--- config.mk ---
export PLATFORM = sky130hd
export DESIGN_NAME = fsr_regfile
export DESIGN_NICKNAME = d
export VERILOG_FILES = /design/src/rtl/fsr_pkg.sv /design/src/rtl/fsr_frame_ctrl.sv /design/src/rtl/fsr_reg_bank.sv /design/src/rtl/fsr_bin_store.sv /design/src/rtl/fsr_regfile.sv
export SDC_FILE = /design/constraint.sdc
export NUM_CORES = 1
export LEC_CHECK = 0
export BUFFER_PORTS_ARGS = -buffer_cell sky130_fd_sc_hd__clkbuf_2
export CORE_MARGIN = 1.5
export CORE_UTILIZATION = 40
export DETAILED_ROUTE_END_ITERATION = 6
export HOLD_SLACK_MARGIN = 0.05
export SLEW_MARGIN = 20
export SYNTH_ARGS = -nofsm -noshare
export SYNTH_HDL_FRONTEND = slang
export SYNTH_SLANG_ARGS = --single-unit
--- constraint.sdc ---
create_clock -name clk -period 1.9 [get_ports clk]
set_clock_uncertainty 0.05 [all_clocks]
set_input_delay 0.095 -clock clk [delete_from_list [all_inputs] [get_ports clk]]
set_output_delay 0.095 -clock clk [all_outputs]
set_load 0.02 [all_outputs]
--- src/rtl/fsr_pkg.sv ---
package fsr_pkg;
    typedef logic [1:0] resp_t;
    localparam resp_t RESP_OKAY = 2'b00;

    typedef enum logic {
        MODE_ONESHOT    = 1'b0,
        MODE_CONTINUOUS = 1'b1
    } run_mode_e;

    typedef struct packed {
        logic      enable;
        run_mode_e mode;
        logic      busy;
    } frame_state_t;
endpackage

--- src/rtl/fsr_frame_ctrl.sv ---
module fsr_frame_ctrl
    import fsr_pkg::*;
(
    input  logic clk,
    input  logic rst_n,
    input  logic frame_start,
    input  logic frame_end,
    input  logic ctrl_wr,
    input  logic wr_enable,
    input  logic wr_mode,
    output logic enable,
    output logic mode,
    output logic busy
);
    frame_state_t st_d, st_q;

    always_comb begin
        st_d = st_q;
        if (ctrl_wr) begin
            st_d.enable = wr_enable;
            if (!st_q.busy) begin
                st_d.mode = run_mode_e'(wr_mode);
            end
        end
        if (st_q.busy) begin
            if (frame_end) begin
                st_d.busy = 1'b0;
            end
        end else if (frame_start && st_q.enable) begin
            st_d.busy = 1'b1;
            if (st_q.mode == MODE_ONESHOT) begin
                st_d.enable = 1'b0;
            end
        end
    end

    always_ff @(posedge clk or negedge rst_n) begin
        if (!rst_n) begin
            st_q <= '{enable: 1'b0, mode: MODE_ONESHOT, busy: 1'b0};
        end else begin
            st_q <= st_d;
        end
    end

    assign enable = st_q.enable;
    assign mode   = st_q.mode;
    assign busy   = st_q.busy;
endmodule

--- src/rtl/fsr_reg_bank.sv ---
module fsr_reg_bank #(
    parameter int N        = 2,
    parameter int DW       = 32,
    parameter bit SHADOWED = 1'b1
) (
    input  logic            clk,
    input  logic            rst_n,
    input  logic [N-1:0]    wr_en,
    input  logic [DW-1:0]   wdata,
    input  logic [DW/8-1:0] be,
    input  logic            commit,
    output logic [N*DW-1:0] sw_val,
    output logic [N*DW-1:0] act_val
);
    localparam int NB = DW / 8;

    logic [DW-1:0] pend_d [N];
    logic [DW-1:0] pend_q [N];

    always_comb begin
        for (int i = 0; i < N; i++) begin
            pend_d[i] = pend_q[i];
            if (wr_en[i]) begin
                for (int b = 0; b < NB; b++) begin
                    if (be[b]) begin
                        pend_d[i][b*8 +: 8] = wdata[b*8 +: 8];
                    end
                end
            end
        end
    end

    always_ff @(posedge clk or negedge rst_n) begin
        if (!rst_n) begin
            for (int i = 0; i < N; i++) begin
                pend_q[i] <= '0;
            end
        end else begin
            for (int i = 0; i < N; i++) begin
                pend_q[i] <= pend_d[i];
            end
        end
    end

    for (genvar g = 0; g < N; g++) begin : g_flat
        assign sw_val[g*DW +: DW] = pend_q[g];
    end

    if (SHADOWED) begin : g_shadow
        logic [DW-1:0] act_d [N];
        logic [DW-1:0] act_q [N];

        always_comb begin
            for (int i = 0; i < N; i++) begin
                act_d[i] = commit ? pend_q[i] : act_q[i];
            end
        end

        always_ff @(posedge clk or negedge rst_n) begin
            if (!rst_n) begin
                for (int i = 0; i < N; i++) begin
                    act_q[i] <= '0;
                end
            end else begin
                for (int i = 0; i < N; i++) begin
                    act_q[i] <= act_d[i];
                end
            end
        end

        for (genvar g = 0; g < N; g++) begin : g_act
            assign act_val[g*DW +: DW] = act_q[g];
        end
    end else begin : g_direct
        assign act_val = sw_val;
    end
endmodule

--- src/rtl/fsr_bin_store.sv ---
module fsr_bin_store #(
    parameter int NUM_BINS = 8,
    parameter int CNT_W    = 16,
    localparam int IDX_W   = $clog2(NUM_BINS)
) (
    input  logic             clk,
    input  logic             rst_n,
    input  logic             hit_valid,
    input  logic [IDX_W-1:0] hit_bin,
    input  logic             count_en,
    input  logic             clear,
    input  logic [IDX_W-1:0] rd_idx,
    output logic [CNT_W-1:0] rd_count
);
    localparam logic [CNT_W-1:0] CNT_MAX = '1;

    logic [CNT_W-1:0] cnt_d [NUM_BINS];
    logic [CNT_W-1:0] cnt_q [NUM_BINS];

    always_comb begin
        for (int i = 0; i < NUM_BINS; i++) begin
            cnt_d[i] = cnt_q[i];
            if (clear) begin
                cnt_d[i] = '0;
            end else if (hit_valid && count_en && (int'(hit_bin) == i)
                         && (cnt_q[i] != CNT_MAX)) begin
                cnt_d[i] = cnt_q[i] + 1'b1;
            end
        end
    end

    always_ff @(posedge clk or negedge rst_n) begin
        if (!rst_n) begin
            for (int i = 0; i < NUM_BINS; i++) begin
                cnt_q[i] <= '0;
            end
        end else begin
            for (int i = 0; i < NUM_BINS; i++) begin
                cnt_q[i] <= cnt_d[i];
            end
        end
    end

    always_comb begin
        rd_count = '0;
        for (int i = 0; i < NUM_BINS; i++) begin
            if (int'(rd_idx) == i) begin
                rd_count = cnt_q[i];
            end
        end
    end
endmodule

--- src/rtl/fsr_regfile.sv ---
module fsr_regfile
    import fsr_pkg::*;
#(
    parameter int          ADDR_W     = 6,
    parameter int          DW         = 32,
    parameter int          NUM_SHADOW = 2,
    parameter int          NUM_LOCK   = 2,
    parameter int          NUM_BINS   = 8,
    parameter int          CNT_W      = 16,
    parameter logic [31:0] POISON     = 32'hDEADBEEF,
    localparam int         IDX_W      = $clog2(NUM_BINS),
    localparam int         BE_W       = DW / 8
) (
    input  logic                     clk,
    input  logic                     rst_n,
    input  logic                     bus_req,
    input  logic                     bus_we,
    input  logic [ADDR_W-1:0]        bus_addr,
    input  logic [DW-1:0]            bus_wdata,
    input  logic [BE_W-1:0]          bus_be,
    output logic                     bus_rvalid,
    output logic [DW-1:0]            bus_rdata,
    output logic [1:0]               bus_resp,
    input  logic                     frame_start,
    input  logic                     frame_end,
    input  logic                     hit_valid,
    input  logic [IDX_W-1:0]         hit_bin,
    output logic                     busy,
    output logic [NUM_SHADOW*DW-1:0] act_shadow,
    output logic [NUM_LOCK*DW-1:0]   lock_cfg
);
    localparam int CTRL_A   = 0;
    localparam int STAT_A   = 1;
    localparam int SH_BASE  = 2;
    localparam int LK_BASE  = SH_BASE + NUM_SHADOW;
    localparam int CLR_A    = LK_BASE + NUM_LOCK;
    localparam int BIN_BASE = 2 ** (ADDR_W - 1);
    localparam int BIN_END  = BIN_BASE + NUM_BINS;

    typedef struct packed {
        logic          rvalid;
        logic [DW-1:0] rdata;
    } rsp_state_t;

    rsp_state_t rsp_d, rsp_q;

    logic                      wr_go;
    logic                      rd_go;
    logic                      ctrl_wr;
    logic                      bin_clear;
    logic                      in_bin_win;
    logic [NUM_SHADOW-1:0]     sh_wr;
    logic [NUM_LOCK-1:0]       lk_wr;
    logic [NUM_SHADOW*DW-1:0]  sh_sw;
    logic [NUM_LOCK*DW-1:0]    lk_sw;
    logic [NUM_LOCK*DW-1:0]    lk_act;
    logic                      en_q;
    logic                      mode_q;
    logic                      busy_q;
    logic [CNT_W-1:0]          bin_count;
    logic [IDX_W-1:0]          bin_idx;
    logic [DW-1:0]             rd_mux;

    assign wr_go      = bus_req && bus_we;
    assign rd_go      = bus_req && !bus_we;
    assign ctrl_wr    = wr_go && (int'(bus_addr) == CTRL_A) && bus_be[0];
    assign bin_clear  = wr_go && (int'(bus_addr) == CLR_A) && bus_be[0]
                        && bus_wdata[0] && !busy_q;
    assign in_bin_win = (int'(bus_addr) >= BIN_BASE) && (int'(bus_addr) < BIN_END);
    assign bin_idx    = bus_addr[IDX_W-1:0];

    always_comb begin
        for (int i = 0; i < NUM_SHADOW; i++) begin
            sh_wr[i] = wr_go && (int'(bus_addr) == SH_BASE + i);
        end
        for (int i = 0; i < NUM_LOCK; i++) begin
            lk_wr[i] = wr_go && !busy_q && (int'(bus_addr) == LK_BASE + i);
        end
    end

    fsr_frame_ctrl i_frame_ctrl (
        .clk         (clk),
        .rst_n       (rst_n),
        .frame_start (frame_start),
        .frame_end   (frame_end),
        .ctrl_wr     (ctrl_wr),
        .wr_enable   (bus_wdata[0]),
        .wr_mode     (bus_wdata[1]),
        .enable      (en_q),
        .mode        (mode_q),
        .busy        (busy_q)
    );

    fsr_reg_bank #(
        .N        (NUM_SHADOW),
        .DW       (DW),
        .SHADOWED (1'b1)
    ) i_shadow_bank (
        .clk     (clk),
        .rst_n   (rst_n),
        .wr_en   (sh_wr),
        .wdata   (bus_wdata),
        .be      (bus_be),
        .commit  (frame_start),
        .sw_val  (sh_sw),
        .act_val (act_shadow)
    );

    fsr_reg_bank #(
        .N        (NUM_LOCK),
        .DW       (DW),
        .SHADOWED (1'b0)
    ) i_lock_bank (
        .clk     (clk),
        .rst_n   (rst_n),
        .wr_en   (lk_wr),
        .wdata   (bus_wdata),
        .be      (bus_be),
        .commit  (1'b0),
        .sw_val  (lk_sw),
        .act_val (lk_act)
    );

    fsr_bin_store #(
        .NUM_BINS (NUM_BINS),
        .CNT_W    (CNT_W)
    ) i_bin_store (
        .clk       (clk),
        .rst_n     (rst_n),
        .hit_valid (hit_valid),
        .hit_bin   (hit_bin),
        .count_en  (busy_q),
        .clear     (bin_clear),
        .rd_idx    (bin_idx),
        .rd_count  (bin_count)
    );

    always_comb begin
        rd_mux = '0;
        if (int'(bus_addr) == CTRL_A) begin
            rd_mux[1:0] = {mode_q, en_q};
        end else if (int'(bus_addr) == STAT_A) begin
            rd_mux[0] = busy_q;
        end else if (in_bin_win) begin
            rd_mux = busy_q ? POISON[DW-1:0] : DW'(bin_count);
        end else begin
            for (int i = 0; i < NUM_SHADOW; i++) begin
                if (int'(bus_addr) == SH_BASE + i) begin
                    rd_mux = sh_sw[i*DW +: DW];
                end
            end
            for (int i = 0; i < NUM_LOCK; i++) begin
                if (int'(bus_addr) == LK_BASE + i) begin
                    rd_mux = lk_sw[i*DW +: DW];
                end
            end
        end
    end

    always_comb begin
        rsp_d.rvalid = bus_req;
        rsp_d.rdata  = rd_go ? rd_mux : '0;
    end

    always_ff @(posedge clk or negedge rst_n) begin
        if (!rst_n) begin
            rsp_q <= '0;
        end else begin
            rsp_q <= rsp_d;
        end
    end

    assign bus_rvalid = rsp_q.rvalid;
    assign bus_rdata  = rsp_q.rdata;
    assign bus_resp   = RESP_OKAY;
    assign busy       = busy_q;
    assign lock_cfg   = lk_act;
endmodule

# [Word level (Yosys, flattened, before mapping)]
# Index checks and enable logic that the tools add are counted.
# W data, S select, Z words.
[classes] addsub=8 magnitude_cmp=2 n_eq_ne=28 mux=43 bitwise=1 reduce_logical=62
[ops] operator="$mux W16" count=24
[ops] operator="$mux W32" count=7
[ops] operator="$add A16 B1 Y16 const B" count=8
[ops] operator="$ne A16 B16 Y1 const B" count=8
[ops] operator="$reduce_and A2 Y1" count=17
[ops] operator="$logic_and A1 B1 Y1" count=32
[ops] operator="$mux W31" count=1
[ops] operator="$mux W30" count=1
[ops] operator="$eq A3 B3 Y1 const B" count=8
[ops] operator="$eq A6 B4 Y1 const B" count=3
[ops] operator="$reduce_bool A2 Y1" count=8
[ops] operator="$eq A3 B2 Y1 const B" count=4
[ops] operator="$eq A6 B3 Y1 const B" count=2
[ops] operator="$mux W1" count=8
[ops] operator="$eq A3 B1 Y1 const B" count=2
[ops] operator="$eq A6 B2 Y1 const B" count=1
[ops] operator="$ge A6 B6 Y1 const B" count=1
[ops] operator="$logic_not A3 Y1" count=2
[ops] operator="$logic_not A6 Y1" count=1
[ops] operator="$lt A6 B6 Y1 const B" count=1
[ops] operator="$mux W2" count=2
[ops] operator="$logic_not A1 Y1" count=2
[ops] operator="$not A1 Y1" count=1
[totals] ff_bits=356 input_bits=52 output_inout_bits=164 wordCells=175

# [Logic depth before layout (Yosys ltp)]
# Gate-level depths: netlist of run 1.
[logic_depth] depth_word=14 ltp_mapped=8 depth_no_buf=6

# [Hierarchy]
# From an unflattened synthesis of run 1, not the netlist that was laid out.
[unflattened] cells_unflattened=1652 area_unflattened_um2=18097.4
[by_module_without_submodules] mod="fsr_bin_store" n_inst=1 cells_each=909 area_per_inst_um2=7981.4 seq_area_each_um2=3203.1
[by_module_without_submodules] mod="fsr_reg_bank at i_shadow_bank" n_inst=1 cells_each=271 area_per_inst_um2=4773.3 seq_area_each_um2=3203.1
[by_module_without_submodules] mod="fsr_reg_bank at i_lock_bank" n_inst=1 cells_each=200 area_per_inst_um2=2852.7 seq_area_each_um2=1601.5
[by_module_without_submodules] mod="fsr_regfile" n_inst=1 cells_each=262 area_per_inst_um2=2363.5 seq_area_each_um2=825.8
[by_module_without_submodules] mod="fsr_frame_ctrl" n_inst=1 cells_each=10 area_per_inst_um2=126.4 seq_area_each_um2=75.1

# [Least setup slack after synthesis of run 1]
# OpenSTA, ideal clock, no wires.
[synth_path] path_kind="register to register" from="register i_frame_ctrl.st_q (netlist bit i_frame_ctrl.busy)" to="register i_bin_store.cnt_q[10] (netlist bit)" setup_ns=0.121 arrival_time_ns=1.881 required_ns=1.729 slack_ns=-0.152 stages_incl_launch_ff=7 n_path_buf=3 period_less_slack_ns=2.052 cell_sequence="dfrtp_1 buf_2 nand3b_1 nor3_1 buf_2 buf_2 nor2_1"
[synth_via] elab_chain_len=4 word_cells_on_any_way=7 cone_classes="mux: 1; reduce/logical: 6"
[synth_lines] item="start: declaration" line="fsr_frame_ctrl.sv:15" source="frame_state_t st_d, st_q;"
[synth_lines] item="start signal: assignment" line="fsr_frame_ctrl.sv:39" source="st_q <= '{enable: 1'b0, mode: MODE_ONESHOT, busy: 1'b0};"
[synth_lines] item="start signal: assignment" line="fsr_frame_ctrl.sv:41" source="st_q <= st_d;"
[synth_lines] item="$logic_and A1 B1 Y1 (2 in a row)" line="fsr_bin_store.sv:25" source="end else if (hit_valid && count_en && (int'(hit_bin) == i)"
[synth_lines] item="$logic_and A1 B1 Y1" line="fsr_bin_store.sv:26" source="&& (cnt_q[i] != CNT_MAX)) begin"
[synth_lines] item="$reduce_bool A2 Y1 (no line)"
[synth_lines] item="end signal: indexed assignment" line="fsr_bin_store.sv:39" source="cnt_q[i] <= cnt_d[i];"
[synth_lines] item="end: declaration" line="fsr_bin_store.sv:18" source="logic [CNT_W-1:0] cnt_q [NUM_BINS];"
# Several ways; a longest one is shown, not always the timed one.
# A chain may end at the register's enable or synchronous reset.

# [Worst setup path after layout of run 1]
[layout_path] from="register i_frame_ctrl.st_q (netlist bit i_frame_ctrl.busy)" to="register i_bin_store.cnt_q[120] (netlist bit)"
# The elaborated chain is that of the path after synthesis.

==> impl_results.md, run 1 <==
- Failing checks: negative setup slack
- Worst path cell trace: buf_8 -> nand3b_1 -> buf_4 -> buf_6 -> nor3_4 -> buf_6 -> clkbuf_16 -> clkbuf_16 -> nor2_1
- Critical path's largest stage delay: about 450 ps
- Reg2Reg Depth: 9
- CTS tree: yes
- Core area: between 40000 and 50000 um2
- Total GRT Usage: 0.262
- Largest net degree at the start of global routing: 54
- Antenna violations before repair: 1
- Seq/Total Area, Yosys: 0.513
- RSZ-0062 raised after global routing: yes
- Chip Height: 211 um
- Max-Cap Viols: 0
- Crit. End Element: register
- GP Congestion: ~0.95
- Clock sinks: 356
- Slew Limit Fails: 0
- Root buffer cell: clkbuf_16
- Slowest-stage cell, CP: dfrtp_2
- Most frequent cells after synthesis: dfrtp_1, mux2_2, nor2_1, nand2_1
- Layout cells sized above 1: 0.398
- Syn avg cell area: 11.0 um2
- Fin. Hold Viols: 0
- Hold Path Class: in2reg
- Top post-synthesis cells by area: dfrtp_1, mux2_2, nor2_1
- Critical path launch point type: register
- Cell taking the most area after synthesis: dfrtp_1
- Slew @ Worst Pin: 657 ps
- Worst EP arrival: around 2400 ps
- Worst Path Required: 2310 ps
- Setup-failing EPs final: 48
- Setup ws final: -60.9 ps
- H-tree depth: 2
- P&R area growth vs syn: 35.2%
- Placed inst area: roughly 21000 um2
- # IOs: 216
- IR drop worst, VDD: just over 0.8 mV
- Fin crit share: 1.03
- Crit path max fanout: 6
- Die Area: 44700 um2
- Top_reg_cell synth: dfrtp_1
- Critical path buffers and inverters: 6
- Yosys reg bits: 356
- Initial drt markers: ~1500
- Mapped Cells: 1572
- Pleak: roughly 11 nW
- DRT antenna net count: 0
- DRC errors left: 0
- Fin area: 23500 um2
- Port bufs: 213
- Remaining Overflow, GRT: 0
- Post-synth ARST share: 1.00
- Instance count on the critical path: 9
- Final wirelength: 59.9 mm
- Outcome: finished with violations
- Rows: 76
- Chip width: about 210 um
- Clock-pin slew on the worst setup and hold paths: 60 ps
- P per Cell Area: 801 nW/um2
- Synth unique cells: 74
- Worst-case clock buffer depth: 3
- Cts bufs inserted: 41
- Cell area after synthesis: 17400 um2
- First-pass GRT wire length: 89.0 mm
- Count leader, synth: dfrtp_1
- Top cell type's share of synthesized area: 0.513
- Top delay family on crit path: buffers and inverters
- Yosys warning count: 0
- Clock Latency Late Sink: 570 ps
- Post-Place Setup Slack: -393 ps
- Via Count: around 15000
- DP HPWL: 43.1 mm
- DR WL/cell: ~23 um
- Nets: 2089
- Starting Density: 0.404
- CP Class: reg2reg
- Final min period: 1960 ps
- Fmax: 510 MHz
- 1st-pass router iterations: 6
- Post-synth EDFFs: 0
- Slew headroom: 0.557
- Hold depth: 5
- Vias in the first global route: 14963
- Via density: 5.70
placed cells by master, fill, tap and decap left out, types with 8 or more instances in the layout:
master           n
a21oi_1         59
dfrtp_1        355
mux4_2          12
nor4_1          13
nor2b_1          9
and2_1          15
xnor2_1         53
dlygate4sd3_1   43
nor2_2          17
xor2_1          31
and3_1          27
buf_6           10
o211ai_1         8
buf_12          21
nor2_4          16
a221oi_1        28
nand3_1         55
ha_1             8
buf_4          195
clkbuf_8         8
clkbuf_2       211
clkbuf_16       49
nor3_1          46
nor4_2           9
a221o_1          8
nand4_1         45
or3_1           10
a31oi_1          8
nor3_2           8
nand2_1         88
nor2_1         124
mux2i_1         28
o211a_1          8
mux2_2         185
clkinv_2        10
and4_1          14
o21ai_0         59
inv_1            9
flip-flops by register name, summed over array words and instances, names as in the netlist:
| name | flops |
|---|---|
| i_frame_ctrl.mode | 1 |
| i_shadow_bank.sw_val | 64 |
| i_bin_store.cnt_q | 128 |
| bus_rdata | 32 |
| i_frame_ctrl.enable | 1 |
| i_lock_bank.act_val | 64 |
| i_frame_ctrl.busy | 1 |
| i_shadow_bank.act_val | 64 |
| bus_rvalid | 1 |
layout make-up:
class                   count  area, um2
repair buffers            494       3750
well taps                 585        732
diodes                      1       2.50
clock inverters            18        233
fillers                  3818      19500
flip-flops and latches    356       8910
inverters                   9       33.8
clock buffers              55       1180
multi-input cells        1127       8620
cells by family (layout without fill, tap and decap cells):
logic type	count (synthesis)	count (layout)	share of synthesized area
simple gates	559	559	0.168
flops	356	356	0.513
compound gates	239	239	0.0908
mux	234	234	0.158
buf+inv	90	576	0.0216
xor+xnor	85	85	0.0429
fa+ha+maj	8	8	0.00577
other cells	1	3	0.000216
metrics by stage:
| stage | cells | TNS, ps | hold slack (ps) | power [mW] | utilization |
|---|---|---|---|---|---|
| finish | 2645 | -1750 | 138 | 18.8 | 0.546 |
| global route | 2644 | -6410 | 121 | 19.4 | 0.546 |
| CTS | 2629 | -2500 | 66.3 | 18.8 | 0.530 |
| detailed placement | 2504 | -28090 | 10.9 | 10.4 | 0.483 |
| global placement | 2504 | -25370 | 4.17 | 10.4 | 0.483 |
| floorplan | 1573 | -925 | -251 | 9.30 | - |
routing by layer:
layer	GRT usage	wire, um	vias up
met2	0.397	27000	630
met4	0.105	2260	0
li1	-	-	6715
met5	0	0	-
met3	0.0696	5110	136
met1	0.358	25500	7587
report_power, final:
group / internal, mW / switching (mW) / total (mW)
Clock: 5.04 / 3.27 / 8.31
Combinational: 0.951 / 1.25 / 2.20
Sequential: 7.95 / 0.337 / 8.29
timing repair:
item	in CTS	in global routing
hold buffers	44	0
setup buffers	7	7
cloned	1	10
pin swaps	3	34
endpoints found under the setup margin	102	146
resized for setup	19	111
hold endpoints to repair	466	0
final timing paths:
path | end | from | slack (ps)
max reg2reg | i_bin_store.cnt_q[120] | i_frame_ctrl.busy | -60
min reg2reg | i_shadow_bank.act_val[59] | i_shadow_bank.act_val[59] | 460
min in group asynchronous | i_bin_store.cnt_q[36] | rst_n | 480
max | i_bin_store.cnt_q[120] | i_frame_ctrl.busy | -60
min | i_bin_store.cnt_q[80] | hit_bin[0] | 140
max in group asynchronous | i_shadow_bank.sw_val[40] | rst_n | 620
worst min-delay path, delay by kind of cell:
kind	cells	cell delay (ps)
simple gates	3	310
buf+inv	1	170
xor+xnor	1	140
Note: power is estimated with default switching activity, not from simulation.
==> inputs of run 2 (changes only) <==
==> constraint.sdc (replaced) <==
create_clock -name clk -period 1.9 [get_ports clk]
set_clock_uncertainty 0.05 [all_clocks]
set_input_delay 0.095 -clock clk [delete_from_list [all_inputs] [get_ports clk]]
set_output_delay 0.095 -clock clk [all_outputs]
set_load 0.01 [all_outputs]
==> run 2 against run 1 <==
  * The run now ends clean
  * Global-route usage down 0.89 points
  * Sequential share of layout area up 1.1 points
  * Clock-buffer cell count down 2
  * Maximum frequency up 5.3%
  * Critical path depth down 1
  * First-iteration DRC count down 17%
  * Via count down 0.95%
  * Wire length down 4.6%
  * Worst setup slack better by 99 ps
  * Register-to-register slack better by 99 ps
  * Cell area down 2.8%
  * Hold slack worse by 110 ps
  * Highest routed layer unchanged
==> impl_results.md, run 2 (synthesis results as in run 1) <==
- DRT antenna net count: 0 (unchanged)
- Top delay family on crit path: simple AND/OR/NAND/NOR gates
- Layout cells sized above 1: 0.367 (-0.0317)
- Final wirelength: 57.1 mm (-4.6%)
- Via density: 5.69 (-0.12%)
- Chip Height: 211 um (unchanged)
- First-pass GRT wire length: 86.5 mm (-2.8%)
- Slew Limit Fails: 0 (unchanged)
- Fill cell count: 3867 (+1.3%)
- Core area: 43000 um2 (unchanged)
- Port bufs: 213 (unchanged)
- Final min period: 1860 ps (-99.0 ps)
- Crit path max fanout: 4 (-2)
- Worst EP arrival: 2290 ps (-80 ps)
- Met2 WL post-DR: 25.3 mm (-6.2%)
- Critical path's largest stage delay: 360 ps (-90 ps)
- Clock sinks: 356 (unchanged)
- Total GRT Usage: 0.253 (-0.00891)
- Fin crit share: 0.980 (-0.0521)
- P&R area growth vs syn: 31.3%
- Chip width: 211 um (unchanged)
- 1st-pass router iterations: 5 (-1)
- Slew @ Worst Pin: 614 ps (-43.2 ps)
- Max reg flops: 128 (unchanged)
- Commonest non-fill, non-tap cells in the layout: dfrtp_1, clkbuf_2, buf_4, mux2_2, nor2_1
- DR WL/cell: 21.8 um (-3.8%)
- CTS tree: yes
- Placed inst area: 20700 um2 (-0.31%)
- Reg with most FFs: i_bin_store.cnt_q
- Top Layer Used: met4
- Clock Latency Late Sink: 580 ps (about the same)
- Root buffer cell: clkbuf_16
- H-tree depth: 2 (unchanged)
- Setup ws final: 38.2 ps (+99.0 ps)
- # IOs: 216 (unchanged)
- Worst path cell trace: ha_1 -> nand2_1 -> buf_4 -> nor4_1 -> buf_4 -> a21o_1 -> o211ai_1 -> o31ai_1
- Initial drt markers: 1239 (-17%)
- P per Cell Area: 795 nW/um2 (-0.81%)
- Critical path buffers and inverters: 2 (-4)
- Worst Path Required: 2330 ps (+20 ps)
- Die Area: 44700 um2 (unchanged)
- Fin area: 22800 um2 (-2.8%)
- DR WL met3: 4.21 mm (-18%)
- Most Frequent Cell on Critical Path: buf_4
- Antenna violations before repair: 1 (unchanged)
- Antenna cells: 0 (-1)
- Max-Cap Viols: 0 (unchanged)
- IR drop worst, VDD: 0.622 mV (-23%)
- Fin. Hold Viols: 0 (unchanged)
- Worst-case clock buffer depth: 3 (unchanged)
- Outcome: complete, no violations
- DRC errors left: 0 (unchanged)
- CP Class: reg2reg
- Slew headroom: 0.588 (+0.0303)
- Commonest non-fill, non-tap cell in the layout: dfrtp_1
- Cts bufs inserted: 40 (-2.4%)
- Wl on met1: 25.7 mm (+0.76%)
- Clock-pin slew on the worst setup and hold paths: 60 ps (about the same)
- Remaining Overflow, GRT: 0 (unchanged)
- Crit. End Element: register
- Rows: 76 (unchanged)
- Starting Density: 0.404 (unchanged)
- Via Count: 14925 (-0.95%)
- RSZ-0062 raised after global routing: yes
- Vias in the first global route: 14537 (-2.8%)
- Slowest-stage cell, CP: dfrtp_1
- Nets: 2070 (-0.91%)
- Fmax: 537 MHz (+5.3%)
- Hold Path Class: in2async
- Post-Place Setup Slack: -437 ps (-44.2 ps)
- Pleak: 11.0 nW (-2.3%)
- DP HPWL: 41.5 mm (-3.7%)
- Setup-failing EPs final: 0 (-100%)
- GP Congestion: 0.932 (-2.2%)
- Largest net degree at the start of global routing: 57 (+5.6%)
- Critical path launch point type: register
run 2: stage by stage:
stage / hold slack (ps) / setup TNS (ps) / instances / utilization / total power, mW
after floorplan: -251 / -107 / 1573 / - / 9.17
after global placement: 48.6 / -46510 / 2498 / 0.481 / 10.2
after detailed placement: 56.7 / -49100 / 2498 / 0.481 / 10.3
after CTS: 50.1 / 0 / 2612 / 0.523 / 18.2
after global routing: 56.7 / -205 / 2623 / 0.530 / 18.8
final: 31.1 / 0 / 2623 / 0.530 / 18.1
run 2: path summary, 6_finish.rpt:
check / startpoint / endpoint / slack (ps) / depth (start not counted)
max: i_bin_store.cnt_q[64] / i_bin_store.cnt_q[68] / 40 / 8
min: rst_n / i_bin_store.cnt_q[93] / 30 / 2
max reg2reg: i_bin_store.cnt_q[64] / i_bin_store.cnt_q[68] / 40 / 8
min reg2reg: i_shadow_bank.act_val[62] / i_shadow_bank.act_val[62] / 460 / 1
max in group asynchronous: rst_n / i_shadow_bank.act_val[21] / 1030 / 3
min in group clk: bus_addr[5] / bus_rdata[4] / 70 / 4
run 2: area by class of cell:
| class | instances | area, um2 | share of cell area |
|---|---|---|---|
| multi-input combinational | 1127 | 8330 | 0.365 |
| clock buffer | 53 | 1110 | 0.0487 |
| clock inverter | 17 | 200 | 0.00878 |
| inverter | 9 | 33.8 | 0.00148 |
| tap | 585 | 732 | 0.0321 |
| sequential | 356 | 8910 | 0.391 |
| timing repair buffer | 476 | 3480 | 0.153 |
run 2: power by group:
group          switching (mW)  internal (mW)  leakage (nW)
registers               0.336           7.95          4.91
logic                    1.09          0.913          5.42
clock network            3.28           4.55         0.636
total                    4.70           13.4          11.0
run 2: per-layer routing:
| metal | track usage | vias to the layer above |
|---|---|---|
| li1 | - | 6672 |
| met1 | 0.366 | 7520 |
| met2 | 0.376 | 618 |
| met3 | 0.0534 | 115 |
| met4 | 0.0867 | 0 |
| met5 | 0 | - |
run 2: repair_timing:
item / CTS / global route
pin swaps: 1 / 8
hold buffers: 44 / 0
endpoints found under the setup margin: 14 / 124
gates cloned: 0 / 2
endpoints found under the hold margin: 495 / 0
setup buffers: 0 / 9
resized for setup: 10 / 34
run 2: worst register-to-register path, cell delays in order (launching register included):
cell and delay (ps):
dfrtp_1 360, ha_1 200, nand2_1 80, buf_4 150, nor4_1 330, buf_4 220
a21o_1 190, o211ai_1 110, o31ai_1 90
==> inputs of run 3 (changes only) <==
--- a/config.mk
+++ b/config.mk
@@ -8,6 +8,7 @@
 export BUFFER_PORTS_ARGS = -buffer_cell sky130_fd_sc_hd__clkbuf_2
 export CORE_MARGIN = 1.5
 export CORE_UTILIZATION = 40
+export CTS_BUF_LIST = sky130_fd_sc_hd__clkbuf_8
 export DETAILED_ROUTE_END_ITERATION = 6
 export HOLD_SLACK_MARGIN = 0.05
 export SLEW_MARGIN = 20
==> run 3 against run 2 <==
  * The flow now finishes with violations (design-rule violations)
  * Combinational power grew 3%
  * Clock power shrank 8.6%
  * Wire length down 0.37%
  * Clock-buffer cell count grew 25
  * Critical path type unchanged
  * Largest cell class unchanged
  * Largest power group unchanged
==> impl_results.md, run 3 (synthesis results as in run 1) <==
- Outcome: finished with violations
- Failing checks: design-rule violations
- Commonest non-fill, non-tap cell in the layout: dfrtp_1
- Rows: 76 (unchanged)
- Fin area: 22900 um2 (+0.36%)
- CTS tree: yes
- Worst-case clock buffer depth: 3 (unchanged)
- DR WL/cell: 21.3 um (-2.1%)
- Crit path capture: bus_rdata[9]
- Top Layer Used: met4
- Hold Path Class: in2reg
- Instance count on the critical path: 7 (-1)
- Total GRT Usage: 0.253 (-0.000746)
- Largest net degree at the start of global routing: 57 (unchanged)
- Critical path's largest stage delay: 390 ps (+30 ps)
- Slew Limit Fails: 0 (unchanged)
- Hold Startpoint: hit_bin[1]
- Setup-failing EPs final: 0 (unchanged)
- Fin crit share: 0.985 (+0.00474)
- Worst r2r src: i_frame_ctrl.busy
- Setup_tns: 0 ps (unchanged)
- Slew headroom: 0.628 (+0.0405)
- DP HPWL: 41.5 mm (unchanged)
- WHS: 65.7 ps (+34.6 ps)
- Final Util: 0.532 (+0.00192)
- Reg2Reg Depth: 7 (-1)
- H-tree depth: 2 (unchanged)
- Wl on met1: 25.4 mm (-1.3%)
- Initial drt markers: 1263 (+1.9%)
- Met2 WL post-DR: 25.4 mm (+0.33%)
- Fin. Hold Viols: 0 (unchanged)
- CP Launch Point: i_frame_ctrl.busy
- Max reg flops: 128 (unchanged)
- Layout cells sized above 1: 0.381 (+0.0148)
- Final min period: 1870 ps (+9.02 ps)
- Clock sinks: 356 (unchanged)
- Via density: 5.62 (-1.2%)
- Reg-to-Reg End: bus_rdata[9]
- Slew @ Worst Pin: 552 ps (-61.9 ps)
- Slowest-stage cell, CP: dfrtp_1
- Worst EP arrival: 2360 ps (+70 ps)
- DRC errors left: 3 (+3)
- Chip width: 211 um (unchanged)
- Setup ws final: 29.1 ps (-9.02 ps)
- Reg with most FFs: i_bin_store.cnt_q
- Most Frequent Cell on Critical Path: buf_4
- Clock Latency Late Sink: 660 ps (+80 ps)
- Antenna violations before repair: 1 (unchanged)
- Nets: 2098 (+1.4%)
- Crit. End Element: register
- Non-Filler Instances: 2670 (+1.8%)
- P&R area growth vs syn: 31.8%
- Via Count: 15009 (+0.56%)
- Final wirelength: 56.9 mm (-0.37%)
- Fmax: 535 MHz (-0.48%)
- GP Congestion: 0.932 (unchanged)
- Worst path cell trace: buf_6 -> buf_4 -> nand2b_1 -> buf_4 -> a21oi_1 -> o21ai_0 -> o211a_1
- Antenna cells: 0 (unchanged)
- # IOs: 216 (unchanged)
- Critical path buffers and inverters: 3 (+1)
- First-pass GRT wire length: 86.7 mm (+0.29%)
- Vias in the first global route: 14701 (+1.1%)
- Commonest non-fill, non-tap cells in the layout: dfrtp_1, clkbuf_2, buf_4, mux2_2, nor2_1
- Area of the multi-input gates: 8410 um2 (+0.99%)
- 1st-pass router iterations: 7 (+2)
- Core area: 43000 um2 (unchanged)
- Remaining Overflow, GRT: 0 (unchanged)
- Post-Place Setup Slack: -437 ps (unchanged)
- Top delay family on crit path: compound AO/OA/AOI/OAI gates
- Pleak: 11.1 nW (+1.2%)
- Root buffer cell: clkbuf_8
- Clock-pin slew on the worst setup and hold paths: 60 ps (about the same)
- Starting Density: 0.404 (unchanged)
- Chip Height: 211 um (unchanged)
- Critical path launch point type: register
- P per Cell Area: 765 nW/um2 (-3.7%)
- Worst Path Required: 2390 ps (+60 ps)
- Cts bufs inserted: 59 (+48%)
- Crit path max fanout: 14 (+10)
- DRT antenna net count: 0 (unchanged)
- RSZ-0062 raised after global routing: yes
- IR drop worst, VDD: 0.581 mV (-6.6%)
- Placed inst area: 20700 um2 (unchanged)
- DR WL met3: 4.30 mm (+2.2%)
- Reg area: 8910 um2 (about the same)
- Max-Cap Viols: 0 (unchanged)
- CP Class: reg2reg
- PnR Total Power: 17.5 mW (-3.4%)
- Port bufs: 213 (unchanged)
- Worst R2R Setup Slack: 30 ps (about the same)
- Fill cell count: 3882 (+0.39%)
- Die Area: 44700 um2 (unchanged)
- Placed Cells: 2498 (unchanged)
## run 3: changes by cell type in the layout (fill, tap and decap cells not counted), moves of 5 or more
cell | previous run | this run
nor4_1 | 18 | 9
clkbuf_8 | 6 | 78
dlygate4sd3_1 | 44 | 49
nor3_1 | 44 | 38
buf_4 | 192 | 198
nor4_2 | 5 | 13
nor3_2 | 11 | 17
clkbuf_1 | 7 | 0
inv_1 | 9 | 29
clkbuf_16 | 42 | 1
## run 3: tightest hold or removal path, delay by kind of cell
family / cells / cell delay, ps
buffers and inverters: 2 / 240
and+or+nand+nor: 3 / 230
AOI/OAI and AO/OA: 1 / 160
## run 3: routing by layer
metal / track usage / up-vias
li1: - / 6754
met1: 0.363 / 7555
met2: 0.377 / 587
met3: 0.0510 / 113
met4: 0.0936 / 0
met5: 0 / -
## run 3: power by group
part           internal, mW  total (mW)  leakage (nW)  switching (mW)
logic                 0.957        2.06          5.46            1.10
clock network          3.93        7.16         0.727            3.22
registers              7.95        8.28          4.91           0.331
total                  12.8        17.5          11.1            4.66
## run 3: final cells by class
| type | count | share of cell area |
|---|---|---|
| flip-flops and latches | 356 | 0.389 |
| multi-input cells | 1127 | 0.368 |
| repair buffers | 485 | 0.154 |
| clock buffers | 78 | 0.0469 |
| well taps | 585 | 0.0320 |
| clock inverters | 30 | 0.00842 |
| inverters | 9 | 0.00148 |
## run 3: worst min-delay path by stage
stage,slack (ps),depth (start not counted),to
floorplan,-250,0,bus_rdata[0]
global placement,50,1,i_bin_store.cnt_q[93]
detailed placement,60,1,i_bin_store.cnt_q[93]
CTS,80,5,i_bin_store.cnt_q[82]
global route,130,6,i_bin_store.cnt_q[70]
finish,70,6,i_bin_store.cnt_q[98]
## run 3: repair_timing
item,4_1_cts,5_1_grt
resized for setup,9,48
setup endpoints to repair,16,124
pin swaps,1,6
hold endpoints to repair,563,0
gates cloned,0,2
hold buffers,50,0
buffers inserted,0,13
